$ cat config.mk
export PLATFORM = sky130hd
export DESIGN_NAME = i2c_reg_slave
export DESIGN_NICKNAME = d
export VERILOG_FILES = /design/src/rtl/i2cs_pkg.sv /design/src/rtl/i2cs_line_sync.sv /design/src/rtl/i2cs_addr_match.sv /design/src/rtl/i2cs_engine.sv /design/src/rtl/i2c_reg_slave.sv
export SDC_FILE = /design/constraint.sdc
export NUM_CORES = 1
export LEC_CHECK = 0
export BUFFER_PORTS_ARGS = -buffer_cell sky130_fd_sc_hd__buf_4
export CAP_MARGIN = 5
export CORE_UTILIZATION = 35
export DETAILED_ROUTE_END_ITERATION = 6
export PLACE_DENSITY = 0.55
export SYNTH_ARGS = -nofsm -noshare
export SYNTH_HDL_FRONTEND = slang
export SYNTH_SLANG_ARGS = --single-unit
$ cat constraint.sdc
create_clock -name clk -period 2.25 [get_ports clk]
set_clock_uncertainty 0.1 [all_clocks]
set_input_delay 0.225 -clock clk [delete_from_list [all_inputs] [get_ports clk]]
set_output_delay 0.225 -clock clk [all_outputs]
set_load 0.01 [all_outputs]
$ cat src/rtl/i2cs_pkg.sv
// Shared constants and the bus-state type for the I2C register slave.
package i2cs_pkg;
    localparam int          BYTE_W     = 8;
    localparam int          CNT_W      = $clog2(BYTE_W + 1);
    localparam int          PREFIX_W   = 5;
    localparam int          STRAP_W    = 2;
    localparam logic [PREFIX_W-1:0] ADDR_PREFIX = 5'b11010;

    typedef enum logic [3:0] {
        ST_IDLE,
        ST_ADDR,
        ST_ADDR_ACK,
        ST_PTR,
        ST_PTR_ACK,
        ST_WDATA,
        ST_WR_ACK,
        ST_RD_LOAD,
        ST_RDATA,
        ST_RACK,
        ST_IGNORE
    } bus_state_t;
endpackage

$ cat src/rtl/i2cs_line_sync.sv
// Synchronises SCL/SDA into clk and derives SCL edges and START/STOP events.
// Assumes clk runs many times faster than SCL; outputs are one-cycle flags.
module i2cs_line_sync #(
    parameter int STAGES = 2
) (
    input  logic clk,
    input  logic rst_n,
    input  logic scl_i,
    input  logic sda_i,
    output logic sda_s,
    output logic scl_rise,
    output logic scl_fall,
    output logic start_det,
    output logic stop_det
);
    logic [STAGES-1:0] scl_q;
    logic [STAGES-1:0] sda_q;
    logic              scl_p;
    logic              sda_p;
    logic              scl_s;

    // Synchroniser chains plus one history flop per line; idle bus is high.
    always_ff @(posedge clk) begin
        if (!rst_n) begin
            scl_q <= '1;
            sda_q <= '1;
            scl_p <= 1'b1;
            sda_p <= 1'b1;
        end else begin
            scl_q <= {scl_q[STAGES-2:0], scl_i};
            sda_q <= {sda_q[STAGES-2:0], sda_i};
            scl_p <= scl_s;
            sda_p <= sda_s;
        end
    end

    assign scl_s     = scl_q[STAGES-1];
    assign sda_s     = sda_q[STAGES-1];
    assign scl_rise  = scl_s & ~scl_p;
    assign scl_fall  = ~scl_s & scl_p;
    assign start_det = scl_s & scl_p & sda_p & ~sda_s;
    assign stop_det  = scl_s & scl_p & ~sda_p & sda_s;
endmodule

$ cat src/rtl/i2cs_addr_match.sv
// Captures the address strap during reset and compares an address byte.
// Assumes the byte is MSB-first with the direction bit in bit 0.
module i2cs_addr_match
    import i2cs_pkg::*;
(
    input  logic               clk,
    input  logic               rst_n,
    input  logic [STRAP_W-1:0] addr_strap,
    input  logic [BYTE_W-1:0]  addr_byte,
    output logic               addr_hit,
    output logic [STRAP_W-1:0] strap_q
);
    // Strap is loaded only while reset is asserted and held afterwards.
    always_ff @(posedge clk) begin
        if (!rst_n) begin
            strap_q <= addr_strap;
        end
    end

    assign addr_hit = (addr_byte[BYTE_W-1:1] == {ADDR_PREFIX, strap_q});
endmodule

$ cat src/rtl/i2cs_engine.sv
// Byte-level protocol engine: address, pointer, write data, read data, ACKs.
// Assumes single-cycle event flags from the line synchroniser and a register
// bank whose read data is valid in the same cycle as reg_rd.
module i2cs_engine
    import i2cs_pkg::*;
(
    input  logic              clk,
    input  logic              rst_n,
    input  logic              sda_s,
    input  logic              scl_rise,
    input  logic              scl_fall,
    input  logic              start_det,
    input  logic              stop_det,
    input  logic              addr_hit,
    input  logic              auto_inc_en,
    input  logic [BYTE_W-1:0] reg_rdata,
    output logic [BYTE_W-1:0] shreg_o,
    output logic              sda_oe,
    output logic [BYTE_W-1:0] reg_addr,
    output logic [BYTE_W-1:0] reg_wdata,
    output logic              reg_wr,
    output logic              reg_rd
);
    localparam logic [CNT_W-1:0] FULL = CNT_W'(BYTE_W);

    bus_state_t        state;
    logic [CNT_W-1:0]  bitcnt;
    logic [BYTE_W-1:0] shreg;
    logic [BYTE_W-1:0] ptr;
    logic              rw;
    logic              mack;
    logic              byte_done;

    assign byte_done = scl_fall && (bitcnt == FULL);

    // Main sequencer: START/STOP override, then per-state bit handling.
    always_ff @(posedge clk) begin
        if (!rst_n) begin
            state     <= ST_IDLE;
            bitcnt    <= '0;
            shreg     <= '0;
            ptr       <= '0;
            rw        <= 1'b0;
            mack      <= 1'b0;
            sda_oe    <= 1'b0;
            reg_wdata <= '0;
            reg_wr    <= 1'b0;
            reg_rd    <= 1'b0;
        end else begin
            reg_wr <= 1'b0;
            reg_rd <= 1'b0;
            if (stop_det) begin
                state  <= ST_IDLE;
                sda_oe <= 1'b0;
            end else if (start_det) begin
                state  <= ST_ADDR;
                bitcnt <= '0;
                sda_oe <= 1'b0;
            end else begin
                unique case (state)
                    ST_ADDR, ST_PTR, ST_WDATA: begin
                        if (scl_rise) begin
                            shreg  <= {shreg[BYTE_W-2:0], sda_s};
                            bitcnt <= bitcnt + 1'b1;
                        end else if (byte_done) begin
                            if (state == ST_ADDR) begin
                                if (addr_hit) begin
                                    sda_oe <= 1'b1;
                                    rw     <= shreg[0];
                                    state  <= ST_ADDR_ACK;
                                end else begin
                                    state <= ST_IGNORE;
                                end
                            end else if (state == ST_PTR) begin
                                ptr    <= shreg;
                                sda_oe <= 1'b1;
                                state  <= ST_PTR_ACK;
                            end else begin
                                reg_wdata <= shreg;
                                reg_wr    <= 1'b1;
                                sda_oe    <= 1'b1;
                                state     <= ST_WR_ACK;
                            end
                        end
                    end
                    ST_ADDR_ACK: begin
                        if (scl_fall) begin
                            bitcnt <= '0;
                            if (rw) begin
                                reg_rd <= 1'b1;
                                state  <= ST_RD_LOAD;
                            end else begin
                                sda_oe <= 1'b0;
                                state  <= ST_PTR;
                            end
                        end
                    end
                    ST_PTR_ACK, ST_WR_ACK: begin
                        if (scl_fall) begin
                            sda_oe <= 1'b0;
                            bitcnt <= '0;
                            if (state == ST_WR_ACK && auto_inc_en) begin
                                ptr <= ptr + 1'b1;
                            end
                            state <= ST_WDATA;
                        end
                    end
                    ST_RD_LOAD: begin
                        shreg  <= reg_rdata;
                        sda_oe <= ~reg_rdata[BYTE_W-1];
                        state  <= ST_RDATA;
                    end
                    ST_RDATA: begin
                        if (scl_rise) begin
                            bitcnt <= bitcnt + 1'b1;
                        end else if (byte_done) begin
                            sda_oe <= 1'b0;
                            state  <= ST_RACK;
                        end else if (scl_fall) begin
                            shreg  <= {shreg[BYTE_W-2:0], 1'b0};
                            sda_oe <= ~shreg[BYTE_W-2];
                        end
                    end
                    ST_RACK: begin
                        if (scl_rise) begin
                            mack <= ~sda_s;
                            if (!sda_s && auto_inc_en) begin
                                ptr <= ptr + 1'b1;
                            end
                        end else if (scl_fall) begin
                            bitcnt <= '0;
                            if (mack) begin
                                reg_rd <= 1'b1;
                                state  <= ST_RD_LOAD;
                            end else begin
                                state <= ST_IGNORE;
                            end
                        end
                    end
                    default: ;
                endcase
            end
        end
    end

    assign shreg_o  = shreg;
    assign reg_addr = ptr;
endmodule

$ cat src/rtl/i2c_reg_slave.sv
// Top level of the I2C register-access slave: synchroniser, address match
// and protocol engine. Assumes an external open-drain pad driven by sda_oe.
module i2c_reg_slave
    import i2cs_pkg::*;
#(
    parameter int SYNC_STAGES = 2
) (
    input  logic               clk,
    input  logic               rst_n,
    input  logic               scl_i,
    input  logic               sda_i,
    output logic               sda_oe,
    input  logic [STRAP_W-1:0] addr_strap,
    input  logic               auto_inc_en,
    output logic [BYTE_W-1:0]  reg_addr,
    output logic [BYTE_W-1:0]  reg_wdata,
    output logic               reg_wr,
    output logic               reg_rd,
    input  logic [BYTE_W-1:0]  reg_rdata
);
    logic               sda_s;
    logic               scl_rise;
    logic               scl_fall;
    logic               start_det;
    logic               stop_det;
    logic               addr_hit;
    logic [BYTE_W-1:0]  shreg;
    logic [STRAP_W-1:0] strap_q;

    i2cs_line_sync #(.STAGES(SYNC_STAGES)) u_sync (
        .clk(clk), .rst_n(rst_n), .scl_i(scl_i), .sda_i(sda_i),
        .sda_s(sda_s), .scl_rise(scl_rise), .scl_fall(scl_fall),
        .start_det(start_det), .stop_det(stop_det)
    );

    i2cs_addr_match u_match (
        .clk(clk), .rst_n(rst_n), .addr_strap(addr_strap),
        .addr_byte(shreg), .addr_hit(addr_hit), .strap_q(strap_q)
    );

    i2cs_engine u_engine (
        .clk(clk), .rst_n(rst_n), .sda_s(sda_s), .scl_rise(scl_rise),
        .scl_fall(scl_fall), .start_det(start_det), .stop_det(stop_det),
        .addr_hit(addr_hit), .auto_inc_en(auto_inc_en), .reg_rdata(reg_rdata),
        .shreg_o(shreg), .sda_oe(sda_oe), .reg_addr(reg_addr),
        .reg_wdata(reg_wdata), .reg_wr(reg_wr), .reg_rd(reg_rd)
    );
endmodule

==> results of run 1 <==
==> state kept, by name, summed over array words and instances, names as in the netlist <==
| name | flops |
|---|---|
| u_engine.rw | 1 |
| u_sync.sda_p | 1 |
| u_match.strap_q | 2 |
| u_sync.sda_q | 2 |
| u_engine.mack | 1 |
| u_engine.reg_addr | 8 |
| u_engine.reg_wr | 1 |
| u_engine.sda_oe | 1 |
| u_sync.scl_q | 2 |
| u_engine.state | 4 |
| u_engine.shreg_o | 8 |
| u_engine.reg_wdata | 8 |
| u_engine.bitcnt | 4 |
| u_sync.scl_p | 1 |
| u_engine.reg_rd | 1 |
==> report_power, final <==
| group | switching (mW) | leakage (nW) | internal [mW] | total (mW) |
|---|---|---|---|---|
| clock | 0.339 | 0.0511 | 0.235 | 0.575 |
| sequential | 0.0235 | 0.370 | 0.820 | 0.844 |
| combinational | 0.0855 | 0.754 | 0.0793 | 0.165 |
| total | 0.448 | 1.17 | 1.14 | 1.58 |
==> routing by layer <==
metal | share of wire | wire length, um
met1 | 0.48 | 3350
met2 | 0.46 | 3160
met3 | 0.052 | 363
met4 | 0.0082 | 57
met5 | 0 | 0
==> worst min path at each step <==
stage	from	to	slack, ns	depth (start not counted)
finish	rst_n	u_sync.scl_p	0.09	2
global route	rst_n	u_sync.sda_q[1]	0.09	2
CTS	rst_n	u_sync.scl_p	0.09	2
detailed placement	u_sync.scl_q[0]	u_sync.scl_q[1]	0.30	1
global placement	u_sync.sda_q[0]	u_sync.sda_q[1]	0.29	1
floorplan	rst_n	u_sync.scl_q[0]	0.20	1
==> timing repair <==
action                                  4_1_cts  5_1_grt
hold buffers                                  4        0
hold endpoints to repair                      4        0
endpoints found under the setup margin        0       13
gates resized for setup                       0        4
==> Yosys cell counts, types with 5 or more instances <==
cell type | count | area share
clkbuf_1 | 5 | 0.0071
nand3_1 | 7 | 0.013
dfxtp_1 | 43 | 0.33
buf_2 | 5 | 0.0095
nand2b_1 | 14 | 0.033
nor2_1 | 39 | 0.056
a21oi_1 | 14 | 0.027
a211oi_1 | 8 | 0.023
o21ai_0 | 13 | 0.025
nand2_1 | 29 | 0.041
nor3_1 | 5 | 0.0095
inv_1 | 8 | 0.011
mux2i_1 | 20 | 0.076
==> area by class of cell <==
class                   count  share of cell area
well taps                  99              0.0382
inverters                   8             0.00926
clock inverters             3             0.00887
flip-flops and latches     45               0.285
clock buffers               5              0.0212
multi-input cells         231               0.484
repair buffers             63               0.153
==> placed cells by master, fill, tap and decap left out, types with 5 or more instances in the layout <==
cell type	netlist	layout
nand2_1	29	29
nor3_1	5	5
o21ai_0	13	13
dfxtp_1	43	39
clkbuf_8	0	5
mux2i_1	20	20
nand3_1	7	7
nor2_1	39	39
nand2b_1	14	14
a21oi_1	14	14
inv_1	8	8
a211oi_1	8	8
buf_4	3	58
==> critical path: stages, from the launching register on <==
cell and delay, ns:
dfxtp_2 0.39, buf_4 0.19, or3b_2 0.54, o32a_1 0.19, and3_4 0.16, nor2_4 0.16, a21oi_2 0.07, nor3b_1 0.17
==> kinds of logic after synthesis <==
logic type | count (synthesis) | synth area share
muxes | 22 | 0.0844
and+or+nand+nor | 128 | 0.267
buffers and inverters | 26 | 0.0555
adders and majority gates | 3 | 0.0142
xor gates and xnor gates | 3 | 0.00996
AOI/OAI and AO/OA | 75 | 0.220
DFF | 45 | 0.349
==> metrics by stage <==
step	hold slack, ns	util
CTS	0.0928	0.446
floorplan	0.198	-
global route	0.0864	0.447
detailed placement	0.298	0.427
global placement	0.290	0.427
finish	0.0894	0.447
==> summary.txt, run 1 <==
Floorplanning
  – Die width: 88.8 um
  – Die height: 88.8 um
  – Area enclosed by the die boundary: 7890 um2
  – Count of pins on the block boundary: 34
  – Starting density of the core: 0.364
  – CORE AREA: 7250 um2
  – Number of rows in the core area: 31

STA
  – Max Slew Vio Count: 0
  – Peak Freq: 0.486 GHz
  – Slew at the pin closest to its max-slew limit: 0.534 ns
  – Final Cycle Share: 0.914
  – Setup TNS: 0 ns
  – Total setup violations reported at the end of the flow: 0
  – Setup repair after global routing missed its margin: false
  – Minimum period implied by the final worst setup slack: 2.06 ns
  – Minimum setup slack in the final design: 0.193 ns
  – Worst slew slack as a fraction of its limit: 0.635
  – Hold Fails Final Rpt: 0

Clock tree
  – Maximum clock path buffer count: 2
  – Clock transition at the register clock pins on the worst setup and hold paths after CTS: 0.10 ns
  – Inserted Clock Buffers: 5
  – Buffers inserted during post-CTS setup optimization: 0
  – Clk Tree Root Cell: clkbuf_8
  – Clock Sinks: 45
  – CTS H-tree depth: 2
  – Insertion delay to the later sink of the worst-skew pair: 0.31 ns
  – Clock tree from TritonCTS: done

Setup path
  – Data arrival at the endpoint of the critical path: 2.19 ns
  – Logic depth of the worst register-to-register path: 7
  – Class of the most critical setup path: reg -> reg
  – Internal reg-to-reg setup slack: 0.19 ns
  – Kind of capture point of the worst setup path: register
  – Required time of the critical path: 2.38 ns
  – End point of the critical path: u_engine.state[2]
  – Crit. Startpoint: u_engine.state[1]
  – Largest driver fanout on the critical path: 11
  – Worst R2R Start: u_engine.state[1]
  – Reg-to-Reg End: u_engine.state[2]
  – Startpoint kind of the worst setup timing path: register

Global route
  – Routing usage on met3: 0.0429
  – Wire length of the first global-routing pass: 11400 um
  – Number of global-route vias before repair: 2278
  – Maximum number of pins on one net before global-route repair: 21
  – Global Route met2 Usage: 0.291
  – Global-route usage over all layers: 0.189
  – Met1 Use GR: 0.262
  – Global route overflow: 0
  – GRT Max-Usage Layer: met2
  – Initial antenna violation count: 0

Routing
  – Number of detailed-routing iterations run before antenna repair: 4
  – Via-per-instance ratio: 5.29
  – WL/cell: 15.3 um
  – Detailed Route Iter0 Violations: 145
  – Wire length reported by the detailed router: 6930 um
  – Number of vias after detailed routing: 2401
  – Routed Antenna Nets: 0
  – Number of remaining DRC errors: 0

Place
  – Pre-CTS worst setup slack: 0.141 ns
  – Count of port buffers added during placement: 33
  – Cell area reported after detailed placement: 3100 um2
  – Instance count after placement with tap cells included: 442
  – Final Wtd Congestion: 0.942
  – Detailed placement HPWL: 5190 um

Power
  – Worst-case vdd ir drop: 0.261 mV
  – Power consumption: 1.58 mW
  – Leakage power total: 1.17 nW
  – Power density over cell area: 488 nW/um2

Yosys
  – Synthesized cell area: 2640 um2
  – Post-synth net total: 320
  – Cell count after synthesis: 302
  – Count of warnings emitted by yosys: 0
  – Share of synthesized flip-flops with an asynchronous set or reset: 0
  – Post-Syn Area per Cell: 8.73 um2
  – Sequential-to-total area share from yosys stat: 0.349
  – Count of different cell masters after synthesis: 71
  – Number of synthesized flops with an enable pin: 2
  – Most used flip-flop cell after synthesis: dfxtp_1
  – Number of storage elements in the synthesis netlist: 45

Hold path
  – Class of the worst hold path: in -> reg

Cells and area
  – Area occupied by multi-input gates: 1570 um2
  – Share of cells above drive strength 1: 0.265
  – Storage cell area: 926 um2
  – Final #Nets: 372
  – Diodes inserted: 0
  – Filler cell count in the final layout: 744
  – Post-route design area: 3240 um2
  – Final cell count without fillers: 454
  – Area growth from synthesis to layout: 23.0%

Status
  – Outcome: finished, final reports clean

Job
  – Max-capacitance violation count: 0
Note: power is estimated with default switching activity, not from simulation.
==> run 2: changes to the inputs <==
--- a/config.mk
+++ b/config.mk
@@ -6,10 +6,10 @@
 export NUM_CORES = 1
 export LEC_CHECK = 0
 export BUFFER_PORTS_ARGS = -buffer_cell sky130_fd_sc_hd__buf_4
-export CAP_MARGIN = 5
-export CORE_UTILIZATION = 35
+export CORE_UTILIZATION = 55
 export DETAILED_ROUTE_END_ITERATION = 6
-export PLACE_DENSITY = 0.55
+export MAX_ROUTING_LAYER = met4
+export PLACE_DENSITY = 0.78
 export SYNTH_ARGS = -nofsm -noshare
 export SYNTH_HDL_FRONTEND = slang
 export SYNTH_SLANG_ARGS = --single-unit
==> run 2 against run 1 <==
Net effect: the run now ends with design-rule violations left; via count up 1.8%; combinational power about the same; flip-flop and latch count unchanged; sequential power about the same.
==> summary.txt, run 2 (synthesis results as in run 1) <==
Floorplanning
  – CORE AREA: 4470 um2 (-38%)
  – Number of rows in the core area: 24 (-23%)
  – Starting density of the core: 0.589 (+0.226)
  – Area enclosed by the die boundary: 5080 um2 (-36%)
  – Die height: 71.3 um (-20%)
  – Die width: 71.3 um (-20%)
  – Count of pins on the block boundary: 34 (unchanged)

Status
  – Violated checks: design-rule violations
  – Outcome: complete, but fails checks

Place
  – Detailed placement HPWL: 4900 um (-5.8%)
  – Cell area reported after detailed placement: 3030 um2 (-2.4%)
  – Count of port buffers added during placement: 33 (unchanged)
  – Final Wtd Congestion: 0.942 (unchanged)

Cells and area
  – Top library cells by usage in the layout, fill and taps aside: buf_4, dfxtp_1, nor2_1
  – Post-route design area: 3170 um2 (-2.3%)
  – Diodes inserted: 0 (unchanged)
  – Storage cell area: 921 um2 (-0.54%)
  – Filler cell count in the final layout: 334 (-55%)
  – Area growth from synthesis to layout: 20.1%
  – Share of cells above drive strength 1: 0.247 (-0.0176)
  – Leading cell type in the layout, fill and taps excluded: buf_4
  – Area occupied by multi-input gates: 1570 um2 (unchanged)
  – Final #Nets: 369 (-0.81%)

Setup path
  – Logic depth of the worst register-to-register path: 6 (-1)
  – Reg-to-Reg End: u_engine.sda_oe
  – Worst R2R Start: u_engine.state[1]
  – Kind of capture point of the worst setup path: register
  – Startpoint kind of the worst setup timing path: register
  – Required time of the critical path: 2.34 ns (-0.04 ns)
  – Class of the most critical setup path: reg -> reg
  – Largest driver fanout on the critical path: 12 (+1)
  – Data arrival at the endpoint of the critical path: 2.26 ns (+0.07 ns)
  – Internal reg-to-reg setup slack: 0.08 ns (-0.11 ns)

Routing
  – WL/cell: 16.3 um (+6.5%)
  – Highest metal layer used by the detailed router: met4
  – Routed metal-1 wire length: 2990 um (-11%)
  – Routed wire length on met3: 450 um (+24%)
  – Wire length reported by the detailed router: 6570 um (-5.2%)
  – Number of vias after detailed routing: 2445 (+1.8%)
  – Via-per-instance ratio: 6.05 (+14%)
  – Metal2 WL: 2980 um (-5.8%)
  – Number of remaining DRC errors: 1 (+1)
  – Number of detailed-routing iterations run before antenna repair: 7 (+3)
  – Detailed Route Iter0 Violations: 337 (+130%)
  – Routed Antenna Nets: 0 (unchanged)

STA
  – Minimum period implied by the final worst setup slack: 2.17 ns (+0.114 ns)
  – Peak Freq: 0.461 GHz (-5.2%)
  – Worst slew slack as a fraction of its limit: 0.677 (+0.0427)
  – Max Slew Vio Count: 0 (unchanged)
  – Slew at the pin closest to its max-slew limit: 0.472 ns (-0.0625 ns)
  – Setup repair after global routing missed its margin: false
  – Setup TNS: 0 ns (unchanged)
  – Hold Fails Final Rpt: 0 (unchanged)
  – Total setup violations reported at the end of the flow: 0 (unchanged)
  – Final Cycle Share: 0.965 (+0.0504)

Global route
  – Initial antenna violation count: 0 (unchanged)
  – Global route overflow: 0 (unchanged)
  – Number of global-route vias before repair: 2205 (-3.2%)
  – Global-route usage over all layers: 0.282 (+0.0931)
  – Maximum number of pins on one net before global-route repair: 21 (unchanged)
  – Wire length of the first global-routing pass: 10700 um (-6.0%)

Power
  – Power density over cell area: 515 nW/um2 (+5.4%)
  – Leakage power total: 1.16 nW (-1.1%)
  – Worst-case vdd ir drop: 0.414 mV (+58%)

Clock tree
  – Clock Sinks: 45 (unchanged)
  – CTS H-tree depth: 2 (unchanged)
  – Insertion delay to the later sink of the worst-skew pair: 0.30 ns (about the same)
  – Inserted Clock Buffers: 5 (unchanged)
  – Clock transition at the register clock pins on the worst setup and hold paths after CTS: 0.08 ns (-0.02 ns)
  – Buffers inserted during post-CTS setup optimization: 0 (unchanged)
  – Clk Tree Root Cell: clkbuf_8
  – Maximum clock path buffer count: 2 (unchanged)
  – Clock tree from TritonCTS: done

Hold path
  – Min-delay src: sda_i
  – Instance count along the most critical hold path: 2 (unchanged)
  – Class of the worst hold path: in -> reg
  – Endpoint with the worst hold slack: u_sync.sda_q[0]

Job
  – Max-capacitance violation count: 0 (unchanged)
[run 2: cell count changes in the layout (fill, tap and decap cells not counted), moves of 2 or more]
| cell | before | now |
|---|---|---|
| dfxtp_2 | 4 | 0 |
| buf_4 | 58 | 56 |
| dfxtp_1 | 39 | 43 |
| inv_6 | 2 | 0 |
[run 2: layout make-up]
cell class / count / area share
multi-input cells: 231 / 0.496
flip-flops and latches: 45 / 0.291
clock inverters: 2 / 0.0122
clock buffers: 6 / 0.0229
inverters: 8 / 0.00948
repair buffers: 60 / 0.148
well taps: 52 / 0.0205
[run 2: worst max path at each step]
stage | from | endpoint | cells past startpoint
after floorplan | u_engine.bitcnt[0] | u_engine.reg_addr[7] | 8
after global placement | u_engine.state[1] | u_engine.sda_oe | 6
after detailed placement | u_engine.state[1] | u_engine.sda_oe | 6
after CTS | u_engine.state[1] | u_engine.sda_oe | 6
after global routing | u_engine.state[1] | u_engine.sda_oe | 6
final | u_engine.state[1] | u_engine.sda_oe | 6
[run 2: stage by stage]
| step | util | hold WS, ns | power [mW] | setup WS, ns | std cells |
|---|---|---|---|---|---|
| 2_1_floorplan | - | 0.198 | 0.956 | 0.379 | 302 |
| 3_3_place_gp | 0.676 | 0.287 | 1.02 | 0.150 | 393 |
| 3_5_place_dp | 0.676 | 0.303 | 1.02 | 0.117 | 393 |
| 4_1_cts | 0.708 | 0.00757 | 1.64 | 0.0970 | 404 |
| 5_1_grt | 0.708 | 0.0315 | 1.69 | 0.0208 | 404 |
| 6_report | 0.708 | 0.0187 | 1.63 | 0.0799 | 404 |
[run 2: power by group]
group          internal [mW]  switching (mW)  total [mW]
clock                  0.334           0.288       0.622
sequential             0.820          0.0252       0.845
combinational         0.0799          0.0831       0.163
[run 2: routing by layer]
layer / track usage / up-vias
met2: 0.415 / 117
met3: 0.0352 / 17
li1: - / 1188
met1: 0.391 / 1123
met5: - / -
met4: 0.120 / 0
[run 2: worst max-delay path: stages (launching register included)]
cell,delay [ns]
dfxtp_1,0.43
buf_4,0.20
or4b_1,0.58
a221oi_4,0.33
nand3b_1,0.18
mux2i_1,0.20
nor2_1,0.05
[run 2: timing repair]
action,CTS,global route
hold buffers,3,0
resized for setup,0,1
endpoints found under the setup margin,0,1
hold endpoints to repair,3,0
